$ cat src/rtl/aud_clk_pkg.sv
// Package: shared selector encodings and helper functions for the audio
// master clock generator. Assumes a 3-bit rate code and a 2-bit speed code.
package aud_clk_pkg;

    localparam logic [2:0] RATE_DIV1   = 3'b000;
    localparam logic [2:0] RATE_DIV1P5 = 3'b001;
    localparam logic [2:0] RATE_DIV2   = 3'b010;
    localparam logic [2:0] RATE_DIV3   = 3'b011;
    localparam logic [2:0] RATE_DIV4   = 3'b100;

    localparam logic [1:0] SPEED_SINGLE = 2'b00;
    localparam logic [1:0] SPEED_DOUBLE = 2'b01;
    localparam logic [1:0] SPEED_QUAD   = 2'b10;

    // True when the rate code is one of the five defined dividers.
    function automatic logic rate_code_ok(input logic [2:0] code);
        return (code <= RATE_DIV4);
    endfunction

    // True when the speed code is single, double or quad.
    function automatic logic speed_code_ok(input logic [1:0] code);
        return (code != 2'b11);
    endfunction

    // Length, in clock cycles, of the repeating enable pattern for a rate code.
    function automatic logic [2:0] rate_pattern_len(input logic [2:0] code);
        case (code)
            RATE_DIV1:   return 3'd1;
            RATE_DIV1P5: return 3'd3;
            RATE_DIV2:   return 3'd2;
            RATE_DIV3:   return 3'd3;
            RATE_DIV4:   return 3'd4;
            default:     return 3'd1;
        endcase
    endfunction

endpackage

$ cat src/rtl/aud_cfg_guard.sv
// Module: aud_cfg_guard
// Registers the selector inputs and raises a synchronous restart whenever
// they change or hold a reserved value. It also produces the error flag.
// Assumes: the selectors are static in the clock domain (already synchronised).
module aud_cfg_guard
    import aud_clk_pkg::*;
(
    input  logic       clk_i,
    input  logic       rst_ni,
    input  logic [2:0] rate_sel_i,
    input  logic [1:0] speed_sel_i,
    output logic [2:0] rate_q_o,
    output logic [1:0] speed_q_o,
    output logic       clear_o,
    output logic       cfg_err_o
);

    logic [2:0] rate_q;
    logic [1:0] speed_q;
    logic       err_q;
    logic       held_ok;

    // Capture the selectors every cycle, reset included, so change detection is clean.
    always_ff @(posedge clk_i) begin
        rate_q  <= rate_sel_i;
        speed_q <= speed_sel_i;
    end

    // Error flag: set one cycle after a reserved value is applied.
    always_ff @(posedge clk_i) begin
        if (!rst_ni) begin
            err_q <= 1'b0;
        end else begin
            err_q <= !(rate_code_ok(rate_sel_i) && speed_code_ok(speed_sel_i));
        end
    end

    // Restart on any selector change or while a reserved value is held.
    always_comb begin
        held_ok = rate_code_ok(rate_q) && speed_code_ok(speed_q);
        clear_o = (rate_sel_i != rate_q) || (speed_sel_i != speed_q) || !held_ok;
    end

    assign rate_q_o  = rate_q;
    assign speed_q_o = speed_q;
    assign cfg_err_o = err_q;

endmodule

$ cat src/rtl/aud_prediv.sv
// Module: aud_prediv
// Fractional pre-divider. It produces a one-cycle enable pattern that repeats
// over 1 to 4 clock cycles: every cycle for ÷1, two of three cycles for ÷1.5,
// and one per N cycles for ÷2, ÷3 and ÷4.
// Assumes: rate_sel_i is a legal code whenever clear_i is low.
module aud_prediv
    import aud_clk_pkg::*;
#(
    parameter int PHASE_W = 2
) (
    input  logic       clk_i,
    input  logic       rst_ni,
    input  logic       clear_i,
    input  logic [2:0] rate_sel_i,
    output logic       tick_o
);

    logic [PHASE_W-1:0] phase_q;
    logic [PHASE_W-1:0] phase_last;

    // Last phase index of the current pattern.
    always_comb begin
        phase_last = PHASE_W'(rate_pattern_len(rate_sel_i) - 3'd1);
    end

    // Phase counter: wraps at the pattern length and restarts on clear.
    always_ff @(posedge clk_i) begin
        if (!rst_ni || clear_i) begin
            phase_q <= '0;
        end else if (phase_q == phase_last) begin
            phase_q <= '0;
        end else begin
            phase_q <= phase_q + 1'b1;
        end
    end

    // Enable decode: 1.5 skips the third phase, integer ratios fire on phase zero.
    always_comb begin
        case (rate_sel_i)
            RATE_DIV1:   tick_o = 1'b1;
            RATE_DIV1P5: tick_o = (phase_q != PHASE_W'(2));
            default:     tick_o = (phase_q == '0);
        endcase
    end

endmodule

$ cat src/rtl/aud_frame_seq.sv
// Module: aud_frame_seq
// Counts pre-divided ticks over one frame. It issues the bit strobe every
// (BASE_TICKS/BITS_PER_FRAME >> speed) ticks and the frame level, which
// changes only on a strobe. The outputs stay low through the first frame
// after clear.
// Assumes: speed_sel_i is legal whenever clear_i is low.
module aud_frame_seq #(
    parameter int BASE_TICKS     = 256,
    parameter int BITS_PER_FRAME = 64
) (
    input  logic       clk_i,
    input  logic       rst_ni,
    input  logic       clear_i,
    input  logic       tick_i,
    input  logic [1:0] speed_sel_i,
    output logic       frame_o,
    output logic       bit_stb_o
);

    localparam int POS_W     = $clog2(BASE_TICKS);
    localparam int STEP_BASE = BASE_TICKS / BITS_PER_FRAME;

    logic [POS_W-1:0] pos_q;
    logic [POS_W-1:0] last_pos;
    logic [POS_W-1:0] half_pos;
    logic [POS_W-1:0] bit_mask;
    logic             primed_q;
    logic             bit_hit;
    logic             frame_q;
    logic             stb_q;

    // Mode-dependent frame length, midpoint and bit-period mask.
    always_comb begin
        last_pos = POS_W'((BASE_TICKS >> speed_sel_i) - 1);
        half_pos = POS_W'((BASE_TICKS >> speed_sel_i) >> 1);
        bit_mask = POS_W'((STEP_BASE >> speed_sel_i) - 1);
        bit_hit  = tick_i && primed_q && ((pos_q & bit_mask) == '0);
    end

    // Tick position inside the frame.
    always_ff @(posedge clk_i) begin
        if (!rst_ni || clear_i) begin
            pos_q <= '0;
        end else if (tick_i) begin
            pos_q <= (pos_q == last_pos) ? '0 : pos_q + 1'b1;
        end
    end

    // Primed flag: set once the first full frame after a restart has elapsed.
    always_ff @(posedge clk_i) begin
        if (!rst_ni || clear_i) begin
            primed_q <= 1'b0;
        end else if (tick_i && (pos_q == last_pos)) begin
            primed_q <= 1'b1;
        end
    end

    // Output registers: strobe on bit boundaries, frame level updated with it.
    always_ff @(posedge clk_i) begin
        if (!rst_ni || clear_i) begin
            stb_q   <= 1'b0;
            frame_q <= 1'b0;
        end else begin
            stb_q <= bit_hit;
            if (bit_hit) begin
                frame_q <= (pos_q >= half_pos);
            end
        end
    end

    assign frame_o   = frame_q;
    assign bit_stb_o = stb_q;

endmodule

$ cat src/rtl/aud_master_clkgen.sv
// Module: aud_master_clkgen (top)
// Audio master clock generator. A selector guard feeds a fractional
// pre-divider, which drives a frame sequencer. Every part runs in the single
// input clock domain.
// Assumes: the selector inputs are synchronous to clk_i.
module aud_master_clkgen #(
    parameter int BASE_TICKS     = 256,
    parameter int BITS_PER_FRAME = 64
) (
    input  logic       clk_i,
    input  logic       rst_ni,
    input  logic [2:0] rate_sel_i,
    input  logic [1:0] speed_sel_i,
    output logic       frame_o,
    output logic       bit_stb_o,
    output logic       cfg_err_o
);

    logic [2:0] w_rate_q;
    logic [1:0] w_speed_q;
    logic       w_clear;
    logic       w_tick;

    aud_cfg_guard u_guard (
        .clk_i       (clk_i),
        .rst_ni      (rst_ni),
        .rate_sel_i  (rate_sel_i),
        .speed_sel_i (speed_sel_i),
        .rate_q_o    (w_rate_q),
        .speed_q_o   (w_speed_q),
        .clear_o     (w_clear),
        .cfg_err_o   (cfg_err_o)
    );

    aud_prediv #(.PHASE_W(2)) u_prediv (
        .clk_i      (clk_i),
        .rst_ni     (rst_ni),
        .clear_i    (w_clear),
        .rate_sel_i (w_rate_q),
        .tick_o     (w_tick)
    );

    aud_frame_seq #(
        .BASE_TICKS     (BASE_TICKS),
        .BITS_PER_FRAME (BITS_PER_FRAME)
    ) u_seq (
        .clk_i       (clk_i),
        .rst_ni      (rst_ni),
        .clear_i     (w_clear),
        .tick_i      (w_tick),
        .speed_sel_i (w_speed_q),
        .frame_o     (frame_o),
        .bit_stb_o   (bit_stb_o)
    );

endmodule

$ cat config.mk
export PLATFORM = sky130hd
export DESIGN_NAME = aud_master_clkgen
export DESIGN_NICKNAME = d
export VERILOG_FILES = /design/src/rtl/aud_clk_pkg.sv /design/src/rtl/aud_cfg_guard.sv /design/src/rtl/aud_prediv.sv /design/src/rtl/aud_frame_seq.sv /design/src/rtl/aud_master_clkgen.sv
export SDC_FILE = /design/constraint.sdc
export NUM_CORES = 1
export LEC_CHECK = 0
export BUFFER_PORTS_ARGS = -buffer_cell sky130_fd_sc_hd__buf_2
export CAP_MARGIN = 20
export CORE_ASPECT_RATIO = 1.4
export CORE_MARGIN = 3
export CORE_UTILIZATION = 60
export DETAILED_ROUTE_END_ITERATION = 6
export PLACE_DENSITY_LB_ADDON = 0.3
export SYNTH_ARGS = -nofsm -noshare
export SYNTH_HDL_FRONTEND = slang
export SYNTH_SLANG_ARGS = --single-unit
$ cat constraint.sdc
create_clock -name clk_i -period 4.8 [get_ports clk_i]
set_input_delay 1.44 -clock clk_i [delete_from_list [all_inputs] [get_ports clk_i]]
set_output_delay 1.44 -clock clk_i [all_outputs]
set_load 0.1 [all_outputs]
* Word-level counts from Yosys, hierarchy flattened
Cells that the tools add are included.
** Operators by class
- $add $sub $neg :: 5
- Order comparisons :: 3
- Equality and inequality tests :: 11
- Shift operators :: 2
- Multiplexer cells :: 3
- Bitwise logic cells :: 1
- Reductions and logical operators :: 16
** Operators with widths (number)
- 8-bit by 2-bit subtractor with 8-bit output, second input constant :: 2
- 9-bit by 2-bit >> shifter with 9-bit output, first input constant :: 1
- 8-bit by 1-bit adder with 8-bit output, second input constant :: 1
- 8-bit AND :: 1
- 8-bit equality test :: 1
- 8-bit greater-or-equal comparator :: 1
- 8-bit zero test :: 1
- 8-bit two-way mux :: 1
- 3-bit by 2-bit >> shifter with 8-bit output, first input constant :: 1
- 3-bit by 2-bit equality test with 1-bit output, second input constant :: 2
- 3-bit less-or-equal comparator, second input constant :: 2
- 2-bit inequality test, second input constant :: 3
- 2-bit one-hot mux with 3 select lines :: 1
- 1-bit logical AND :: 5
- 2-bit OR reduction :: 2
- 3-bit by 1-bit equality test with 1-bit output, second input constant :: 1
- 3-bit equality test, second input constant :: 1
- 1-bit zero test :: 3
- 3-bit zero test :: 1
- 1-bit logical OR :: 3
- 3-bit inequality test :: 1
- 2-bit by 1-bit adder with 2-bit output, second input constant :: 1
- 2-bit equality test :: 1
- 2-bit zero test :: 1
- 3 further kinds :: 3
** Word-level totals
- Register bits :: 19
- Input port bits :: 7
- Output and inout bits :: 3
- Word-level logic and storage cells :: 49

* Longest topological paths before layout
- Word-level depth :: 6
- Mapped depth :: 8
- Gate-level depth less buffers :: 8

* By module
A second synthesis with hierarchy kept.
** Unflattened totals
- Cells, all modules :: 124
- Area, all modules :: 1098.6 um2
** By module, submodules not included
- aud_frame_seq :: instances 1, cells each 84, area each 721.9 um2, sequential area each 220.2 um2
- aud_cfg_guard :: instances 1, cells each 19, area each 201.4 um2, sequential area each 120.1 um2
- aud_prediv :: instances 1, cells each 21, area each 175.2 um2, sequential area each 40.0 um2

* Worst setup path after synthesis
OpenSTA, ideal clock, no wires.
- Path kind :: input port to flip-flop
- Start point :: in rate_sel_i[1]
- End point :: reg u_seq.pos_q[0]
- Setup time :: 73 ps
- Arrival time :: 2450 ps
- Data required time :: 4727 ps
- Setup slack :: 2277 ps
- Stages :: 5
- Path buffers :: 1
- Cell sequence :: xor2_1 -> a2111oi_1 -> o211ai_1 -> buf_2 -> nor3_2
** On the way
- Word-level cells in the longest chain between the ends :: 4
** Ends and longest elaborated chain
- start, declared :: line aud_master_clkgen.sv:12 : input logic [2:0] rate_sel_i,
- 3-bit inequality test :: line aud_cfg_guard.sv:41 : clear_o = (rate_sel_i != rate_q) || (speed_sel_i != speed_q) || !held_ok;
- 1-bit logical OR (2 in series) :: line aud_cfg_guard.sv:41
- 1-bit logical OR :: line aud_frame_seq.sv:42 : if (!rst_ni || clear_i) begin
- end signal, assigned :: line aud_frame_seq.sv:45 : pos_q <= (pos_q == last_pos) ? '0 : pos_q + 1'b1;
- end, declared :: line aud_frame_seq.sv:23 : logic [POS_W-1:0] pos_q;
No other way between the ends.
A chain may end at the register's enable or synchronous reset.

* Final worst setup path
- Start point :: reg u_seq.frame_q, in the netlist u_seq.frame_o
- End point :: out frame_o
** RTL lines
- start, declared :: line aud_frame_seq.sv:29 : logic frame_q;
- start signal, assigned :: line aud_frame_seq.sv:66 : frame_q <= (pos_q >= half_pos);
- end, declared :: line aud_master_clkgen.sv:14 : output logic frame_o,
No word-level cell between the ends.

==> results.txt <==
Status: complete, no violations
Clock Tree Buf Depth: 2
Biggest cell delay along the critical path: 0.42 ns
DRT Wirelength: 2084 um
Ports: 10
DR pass1 iterations: 4
Synth Flop Type: dfxtp_1
Worst endpoint required time: 3.36 ns
Mean Syn Cell Area: 10.29 um^2
CP max-delay cell: buf_2
Core area: 1824 um^2
Multi-input gate area: 753.2 um^2
Fraction of registers with async set/reset: 0%
CTS Root Cell: clkbuf_4
Die width: 43.54 um
TritonCTS Buffers: 3
Worst skew pair latency: 0.31 ns
Post-CTS setup buffer count: 0
Nets: 150
Initial antenna violation count: 0
YS warnings: 0
PortBufs: 9
Post-synthesis net count: 136
GR Util All Layers: 19.14%
Critical-path cell list: buf_2
Hold endpoint: u_prediv.phase_q[0]$_SDFF_PP0_
Slew headroom: 67.77%
CTS H-tree lvls: 1
Die area: 2549 um^2
Maxcap violations: 0
Final Util: 70.37%
HP Start: u_prediv.phase_q[0]$_SDFF_PP0_
Hold WS: 0.4354 ns
Post-DP Area: 1256 um^2
Crit path launch type: flop
Final Hold Fails: 0
Synth cell types: 39
1st-iter DRT viols: 15
#FFs+latches synth: 19
Drc violations: 0
Layout cells sized above 1: 25.00%
Cells after synthesis: 115
Clk_skew: 0.004165 ns
Final ANT Viol Nets: 0
RSZ-0062 raised after global routing: false
Hold path cells: 1
Row count: 18
First-pass GRT wire length: 3684 um
TritonCTS Sinks: 19
Final Max Slew Viols: 0
FF-to-FF End: u_seq.primed_q$_SDFFE_PP0P_
Worst VDD drop: 0.2084 mV
Die height: 58.55 um
Tcrit/Tclk final: 52.24%
Hpwl dp: 1547 um
Setup crit end kind: output pin
Diodes inserted: 0
Worst-Margin Slew: 0.4819 ns
Pin count of the biggest net entering global routing: 14
Hold-fix buffers, CTS: 0
Buf+Inv Stages, Crit Path: 1
Finished Cell Area: 1284 um^2
Starting Density: 64.88%
Final min period: 2.508 ns
CTS tree: yes
FF-to-FF path depth: 6
Overflow after GRT: 0
Clk slew on worst S/H paths: 0.11 ns
Avg Vias per Cell: 5.777
R2R Setup Slk: 3.02 ns
Area growth syn-to-layout: 8.457%
PwrDens: 214.6 nW/um^2
Wire per inst: 14.08 um
GP Congestion: 0.7437
Critical path class: reg2out
CP Data Arrival Time: 1.07 ns
Post-synth EDFFs: 0
DR vias: 855
R2R Path Start: u_guard.speed_q_o[0]$_DFF_P_
Seq. cell area: 380.4 um^2
Filler cell count: 138
Fmax: 0.3988 GHz
# resized after CTS: 0
Vias in the first global route: 873
Delay-heaviest family, CP: buffers and inverters
Fin Setup TNS: 0 ns
Worst Hold Class: reg2reg
Total power: 275.4 uW
Syn Std Cell Area: 1184 um^2
P_leak: 0.0005148 uW
Setup-failing EPs final: 0
Sequential share of the synthesized area: 32.14%
Crit path max fanout: 2
[worst max-delay path by stage]
stage / startpoint / slack, ns / endpoint / cells past startpoint
6_report: u_seq.frame_o$_SDFFE_PP0P_ / 2.29 / frame_o / 1
5_1_grt: u_seq.frame_o$_SDFFE_PP0P_ / 2.26 / frame_o / 1
4_1_cts: u_seq.frame_o$_SDFFE_PP0P_ / 2.27 / frame_o / 1
3_5_place_dp: rate_sel_i[1] / 2.12 / u_seq.frame_o$_SDFFE_PP0P_ / 6
3_3_place_gp: rate_sel_i[1] / 2.17 / u_seq.frame_o$_SDFFE_PP0P_ / 6
2_1_floorplan: rate_sel_i[1] / 2.28 / u_seq.pos_q[0]$_SDFFE_PP0N_ / 5
[final cells by class]
class                      instances  area share [%]
tap                               20           1.949
inverter                          12           3.509
multi-input combinational         83           58.67
clock inverter                     1          0.3899
sequential                        19           29.63
clock buffer                       3           1.754
timing repair buffer              10           4.094
[state kept, by name (all words and copies together), names as in the netlist]
register and cells:
u_seq.frame_o 1, u_seq.bit_stb_o 1, u_prediv.phase_q 2, u_guard.rate_q_o 3
u_guard.cfg_err_o 1, u_seq.pos_q 8, u_guard.speed_q_o 2, u_seq.primed_q 1
[power by group]
part,internal (uW),leakage [uW],switching [uW],total (uW)
Sequential,161,0.000155,4.17,165
Clock,31.1,0.0000177,52.4,83.5
Combinational,12.1,0.000342,15.1,27.2
[per-layer routing]
layer	GRT usage, %	wire length [um]	vias to the layer above
met4	9.483	41	0
met3	2.752	62	5
met2	34.46	1072	17
met5	0	0	-
met1	21.46	907	400
li1	-	-	433
[logic make-up after synthesis]
logic type / Yosys count / share of synthesized area, %
buffers and inverters: 13 / 4.228
XOR/XNOR: 12 / 8.879
adder cells (fa/ha/maj): 14 / 14.80
multiplexers: 3 / 3.594
AO/OA/AOI/OAI: 15 / 11.10
AND/OR/NAND/NOR: 39 / 25.26
flip-flops: 19 / 32.13
[layout by cell type (no fill, tap or decap), drive strengths merged, types with 3 or more instances in the layout]
cell and n:
nor3b 3, nor2 5, xor2 7, nand2 7
buf 10, xnor2 5, nand4 4, ha 14
clkbuf 3, inv 12, nor3 8, dfxtp 19
[through the flow]
step	setup WS, ns	cells
floorplan	2.277	115
global route	2.255	148
detailed placement	2.125	144
global placement	2.167	144
CTS	2.275	148
finish	2.292	148
[synth_stat cells (2+ instances only)]
| master | count | area [um^2] |
|---|---|---|
| and2_1 | 2 | 12.51 |
| dfxtp_1 | 19 | 380.4 |
| ha_1 | 14 | 175.2 |
| inv_1 | 12 | 45.04 |
| mux2i_1 | 2 | 20.02 |
| nand2_1 | 6 | 22.52 |
| nand4_1 | 4 | 25.02 |
| nor2_1 | 5 | 18.77 |
| nor2b_1 | 2 | 12.51 |
| nor3_2 | 7 | 70.07 |
| nor3b_1 | 2 | 15.01 |
| o211ai_1 | 2 | 15.01 |
| o21ai_0 | 2 | 10.01 |
| xnor2_1 | 5 | 43.79 |
| xor2_1 | 7 | 61.31 |
No activity file was read; power rests on OpenSTA's default activity.
